`src/rtl/vpw_chk_pkg.sv`:
```
package vpw_chk_pkg;

  typedef enum logic [2:0] {
    SC_NOISE, SC_SHORT, SC_LONG, SC_SOF, SC_EOD, SC_EOF, SC_BRK, SC_BAD
  } sym_cls_t;

  typedef enum logic [2:0] {
    FS_WAIT, FS_IDLE, FS_BODY, FS_POSTEOD, FS_RESP
  } frm_state_t;

  localparam logic [7:0] CRC_POLY = 8'h1D;
  localparam logic [7:0] CRC_INIT = 8'hFF;
  localparam logic [7:0] CRC_GOOD = 8'hC4;

  // one-bit step of the check-byte register, MSB first
  function automatic logic [7:0] crc8_step(input logic [7:0] c, input logic b);
    logic fb;
    fb = c[7] ^ b;
    return {c[6:0], 1'b0} ^ (fb ? CRC_POLY : 8'h00);
  endfunction

  // data bit carried by a short/long symbol at a given level
  function automatic logic sym_bit(input logic level, input logic is_long);
    return level ^ is_long;
  endfunction

endpackage

```
`src/rtl/vpw_sym_class.sv`:
```
module vpw_sym_class
  import vpw_chk_pkg::*;
#(
  parameter int WW        = 10,
  parameter int SHORT_MIN = 34,
  parameter int SHORT_MAX = 96,
  parameter int LONG_MIN  = 97,
  parameter int LONG_MAX  = 163,
  parameter int SOF_MIN   = 164,
  parameter int SOF_MAX   = 239,
  parameter int EOD_MIN   = 164,
  parameter int EOD_MAX   = 238,
  parameter int EOF_MIN   = 239,
  parameter int BRK_MIN   = 240
) (
  input  logic [WW-1:0] width,
  input  logic          level,
  output sym_cls_t      cls,
  output logic          bit_val
);

  localparam logic [WW-1:0] T_SMIN = WW'(SHORT_MIN);
  localparam logic [WW-1:0] T_SMAX = WW'(SHORT_MAX);
  localparam logic [WW-1:0] T_LMIN = WW'(LONG_MIN);
  localparam logic [WW-1:0] T_LMAX = WW'(LONG_MAX);
  localparam logic [WW-1:0] T_FMIN = WW'(SOF_MIN);
  localparam logic [WW-1:0] T_FMAX = WW'(SOF_MAX);
  localparam logic [WW-1:0] T_DMIN = WW'(EOD_MIN);
  localparam logic [WW-1:0] T_DMAX = WW'(EOD_MAX);
  localparam logic [WW-1:0] T_EMIN = WW'(EOF_MIN);
  localparam logic [WW-1:0] T_BMIN = WW'(BRK_MIN);

  always_comb begin
    cls = SC_BAD;
    if (width < T_SMIN)                          cls = SC_NOISE;
    else if (width <= T_SMAX)                    cls = SC_SHORT;
    else if (width >= T_LMIN && width <= T_LMAX) cls = SC_LONG;
    else if (level) begin
      if (width >= T_FMIN && width <= T_FMAX)    cls = SC_SOF;
      else if (width >= T_BMIN)                  cls = SC_BRK;
    end else begin
      if (width >= T_DMIN && width <= T_DMAX)    cls = SC_EOD;
      else if (width >= T_EMIN)                  cls = SC_EOF;
    end
  end

  assign bit_val = sym_bit(level, cls == SC_LONG);

endmodule

```
`config.mk`:
```
export PLATFORM = sky130hd
export DESIGN_NAME = vpw_sym_class
export DESIGN_NICKNAME = d
export VERILOG_FILES = /design/src/rtl/vpw_chk_pkg.sv /design/src/rtl/vpw_sym_class.sv
export SDC_FILE = /design/constraint.sdc
export NUM_CORES = 1
export LEC_CHECK = 0
export ABC_CLOCK_PERIOD_IN_PS = 1150
export BUFFER_PORTS_ARGS = -buffer_cell sky130_fd_sc_hd__buf_4
export CORE_AREA = 2 2 39 41
export DETAILED_ROUTE_END_ITERATION = 10
export DIE_AREA = 0 0 41 43
export GPL_TIMING_DRIVEN = 0
export RECOVER_POWER = 100
export SYNTH_ARGS = -nofsm -noshare
export SYNTH_HDL_FRONTEND = slang
export SYNTH_SLANG_ARGS = --single-unit
```
`constraint.sdc`:
```
create_clock -name vclk -period 1.15
set_input_delay 0.0575 -clock vclk [all_inputs]
set_output_delay 0.0575 -clock vclk [all_outputs]
set_load 0.05 [all_outputs]
```
Word level (Yosys, flattened, before mapping)
Cells that the tools add are included.
{"block": "op_classes", "mux": 8, "n_eq_ne": 1, "n_bitwise": 1, "n_lt_le_gt_ge": 9, "n_reduce_logical": 3}
{"op": ">= comparator 10 x 8 -> 1 bit (second input constant)", "count": 3}
{"op": "<= comparator 10 x 8 -> 1 bit (second input constant)", "count": 3}
{"op": "two-way mux 3 bit", "count": 5}
{"op": ">= comparator 10 x 7 -> 1 bit (second input constant)", "count": 1}
{"op": "<= comparator 10 x 7 -> 1 bit (second input constant)", "count": 1}
{"op": "< comparator 10 x 6 -> 1 bit (second input constant)", "count": 1}
{"op": "two-way mux 2 bit", "count": 2}
{"op": "equality test 3 x 2 -> 1 bit (second input constant)", "count": 1}
{"op": "logical AND 1 bit", "count": 3}
{"op": "two-way mux 1 bit", "count": 1}
{"op": "XOR 1 bit", "count": 1}
{"block": "totals", "regBits": 0, "input_bits": 11}

Longest topological paths before layout
{"block": "depth", "depth_word": 9, "ltp_mapped": 4}

Worst setup path before layout
OpenSTA, ideal clock, no wires.
{"block": "synth_path", "path_type": "input -> output", "from": "in width[1]", "to": "out cls[0]", "t_arrival_ps": 2327, "stages": 4, "slack_ps": -1235, "path_buffers": 0, "t_required_ps": 1092, "cell_sequence": "or4_1 > nor2_1 > o41ai_2 > nor4_1"}
{"block": "synth_between", "elab_chain_len": 7, "word_cells_on_any_way": 18}
{"item": "start, declared", "line": "vpw_sym_class.sv:16", "text": "input logic [WW-1:0] width,"}
{"item": ">= comparator 10 x 8 -> 1 bit (tied with other cells)", "line": "vpw_sym_class.sv:40", "text": "else if (width >= T_BMIN) cls = SC_BRK;"}
{"item": "two-way mux 1 bit (tied with other cells)", "line": "vpw_sym_class.sv:40"}
{"item": "two-way mux 3 bit or two-way mux 2 bit (tied branches)", "line": "vpw_sym_class.sv:39, vpw_sym_class.sv:42"}
{"item": "two-way mux 3 bit", "line": "vpw_sym_class.sv:38", "text": "else if (level) begin"}
{"item": "two-way mux 3 bit", "line": "vpw_sym_class.sv:37", "text": "else if (width >= T_LMIN && width <= T_LMAX) cls = SC_LONG;"}
{"item": "two-way mux 3 bit", "line": "vpw_sym_class.sv:36", "text": "else if (width <= T_SMAX) cls = SC_SHORT;"}
{"item": "two-way mux 3 bit (*)", "line": "vpw_sym_class.sv:35", "text": "if (width < T_SMIN) cls = SC_NOISE;"}
{"item": "end, declared", "line": "vpw_sym_class.sv:18", "text": "output sym_cls_t cls,"}
Mark *: on every way between the ends. The rest lies on a longest branch, timed or not.

Worst setup path after layout
{"block": "layout_path", "from": "in width[3]", "to": "out bit_val"}
{"block": "layout_between", "elab_chain_len": 9, "word_cells_on_any_way": 22}
{"item": ">= comparator 10 x 8 -> 1 bit (tied with other cells)", "line": "vpw_sym_class.sv:40"}
{"item": "two-way mux 1 bit (tied with other cells)", "line": "vpw_sym_class.sv:40"}
{"item": "two-way mux 3 bit or two-way mux 2 bit (tied branches)", "line": "vpw_sym_class.sv:39, vpw_sym_class.sv:42"}
{"item": "two-way mux 3 bit", "line": "vpw_sym_class.sv:38"}
{"item": "two-way mux 3 bit", "line": "vpw_sym_class.sv:37"}
{"item": "two-way mux 3 bit", "line": "vpw_sym_class.sv:36"}
{"item": "two-way mux 3 bit (*)", "line": "vpw_sym_class.sv:35"}
{"item": "equality test 3 x 2 -> 1 bit (*)", "line": "vpw_sym_class.sv:47", "text": "assign bit_val = sym_bit(level, cls == SC_LONG);"}
{"item": "XOR 1 bit (*)", "line": "vpw_chk_pkg.sv:24", "text": "return level ^ is_long;"}
{"item": "end, declared", "line": "vpw_sym_class.sv:19", "text": "output logic bit_val"}
Marked as above.

==> metrics.yaml <==
outcome:
  status: "complete, but fails checks"
  violations: "setup timing"
sta:
  slew_violations: 0
  slew_headroom_pct: 64.88
  layout_setup_ws_ns: -0.3225
  min_period_ns: 1.473
  hold_viol: 0
  finalSetupViolCount: 3
  fmax_mhz: 679.1
  grt_setup_unrepaired: "yes"
  period_share_pct: 128.0
  worst-slew-pin-transition_ns: 0.5250
route:
  drt-pass1-iter-count: 1
  wl_met1_microns: 226
  drc: 0
  top_layer: "met3"
  viasPerCell: 4.439
  vias: 253
  wl_per_cell_microns: 10.19
  ant_nets: 0
  met3_length_microns: 18
  wirelength_microns: 581
  drt-initial-drc-count: 0
  wl_met2_microns: 335
yosys:
  synthDistinctLibCells: 17
  synth-simple-area-share_pct: 49.60
  synth_top_family_by_area: "simple AND/OR/NAND/NOR gates"
  synth-xor-area-share_pct: 5.600
  netlist_instances: 23
  ys_seq_area_share_pct: 0
  yosys_warnings: 0
  syn_nets: 34
  ys_top_cells_by_area: "o41ai_2, nor2_1, or4b_4, nor4_1, a21oi_1"
  synthMuxAreaShare_pct: 0
  syn_avg_cell_area_sq_um: 6.800
  synth_adder_area_share_pct: 0
  synth_compound_area_share_pct: 44.80
  yosysTopAreaCell: "o41ai_2"
  synth_top_area_share_pct: 10.40
  syn_area_sq_um: 156.4
finish:
  drive_gt1_share_pct: 70.73
  clkbuf_count: 0
  flops_and_latches: 0
  fin_cells: 57
  n_antenna_cell: 0
  regArea_sq_um: 0
  n_fill_cell: 147
  nets: 54
  mostFrequentLayoutCells: "buf_4, buf_6, nor2_1"
  syn_to_final_growth_pct: 182.4
  final_common_cell: "buf_4"
  final_core_util_pct: 31.92
global_routing:
  grtUsageTotal_pct: 7.000
  grt_max_degree: 7
  antenna_found_initial: 0
  grt.overflow.total: 0
  grt_pass1_wl_microns: 903
  grt_pass1_vias: 222
setup_path:
  critPathMostFrequentCell: "buf_6"
  start_kind: "input pin"
  crit_family: "simple AND/OR/NAND/NOR gates"
  cp_num_buf_inv: 2
  path_depth: 6
  slowest_stage: "or4b_4"
  end_kind: "output port"
  critPathMaxStageDelay_ns: 0.50
  path_cells: "buf_6 > o31a_1 > or4b_4 > o41ai_4 > xor2_4 > buf_6"
  crit_type: "input pin to output port"
  crit_path_max_fanout: 2
  worstPathArrival_ns: 1.42
  crit_required_ns: 1.09
power:
  p_leak_nw: 0.1843
  seqPwrFrac_pct: 0
  p_sw_share_pct: 53.51
  comb_power_share_pct: 100.0
  p_sw_uw: 103.8
  power.density_nw_per_um2: 439.3
  p_int_uw: 90.20
  ir_drop_mv: 0.1437
  clock_power_share_pct: 0
min_path:
  whs_path_depth: 3
  worstHoldEndpoint: "bit_val"
  worst_hold_path_type: "input pin to output port"
  worstHoldStart: "level"
floorplan:
  start_util_pct: 11.30
  pin_count: 15
  die_area_sq_um: 1763
  die_y_microns: 43
  core_area_sq_um: 1384
  rows: 14
  die_w_microns: 41
cts:
  cts_hold_buf: 0
placed_design:
  pre_cts_slack_ns: -0.6289
  dp.cells: 54
  port-buffer-count: 15
  gp_congestion: 0.6819
  place_hpwl_microns: 462.4
run:
  max_cap_violations: 0
## kinds of logic (layout without fill, tap and decap cells)
kind of cell           count (synthesis)  after routing
AND/OR/NAND/NOR                       13             13
AO/OA/AOI/OAI                          9              9
XOR/XNOR                               1              1
buffers and inverters                  0             18
## power by group through the flow
stage,registers [mW],clock network [mW],logic [mW]
5_1_grt,0,0,0.205
2_1_floorplan,0,0,0.0969
3_5_place_dp,0,0,0.165
4_1_cts,0,0,0.186
6_report,0,0,0.194
3_3_place_gp,0,0,0.164
## cell usage after synthesis, drive strengths merged
cell     number
a21oi         2
and3          1
nor2          4
o21ai         2
o31a          1
nand2         1
xor2          1
nand4         1
nor4          2
a2111oi       1
or2           1
o41ai         1
or4b          1
a21boi        1
nor2b         1
or4           1
a41oi         1
## layer usage
layer | up-vias | GRT usage [%]
met2 | 5 | 14.37
met3 | 0 | 0
met4 | 0 | 0
li1 | 132 | -
met5 | - | 0
met1 | 116 | 7.619
## how the worst max path moves through the flow
stage                        start      end
final                     width[3]  bit_val
after detailed placement  width[1]   cls[0]
after global routing      width[3]  bit_val
after global placement    width[1]   cls[0]
after CTS                 width[3]  bit_val
after floorplan           width[1]   cls[0]
## repair_timing
item | in CTS | in global routing
setup buffers | 2 | 1
endpoints found under the hold margin | 0 | 0
pin swaps | 6 | 5
resized for setup | 9 | 6
endpoints found under the setup margin | 4 | 3
## cell type report
| type | count | area [sq um] | area share, % |
|---|---|---|---|
| timing repair buffer | 18 | 172.7 | 39.09 |
| multi-input combinational | 23 | 249.0 | 56.37 |
| tap | 16 | 20.02 | 4.533 |
## metrics by stage
step                instance area (sq um)  hold WS [ns]  setup TNS [ns]  power (mW)
global route                        441.7        0.4663         -0.9642      0.2055
CTS                                 411.6        0.4704         -0.7648      0.1865
floorplan                           227.7        0.2301         -0.5989     0.09695
detailed placement                  360.3        0.4878          -1.333      0.1646
finish                              441.7        0.4541         -0.8395      0.1940
global placement                    360.3        0.4837          -1.252      0.1635
No activity file was read; power rests on OpenSTA's default activity.
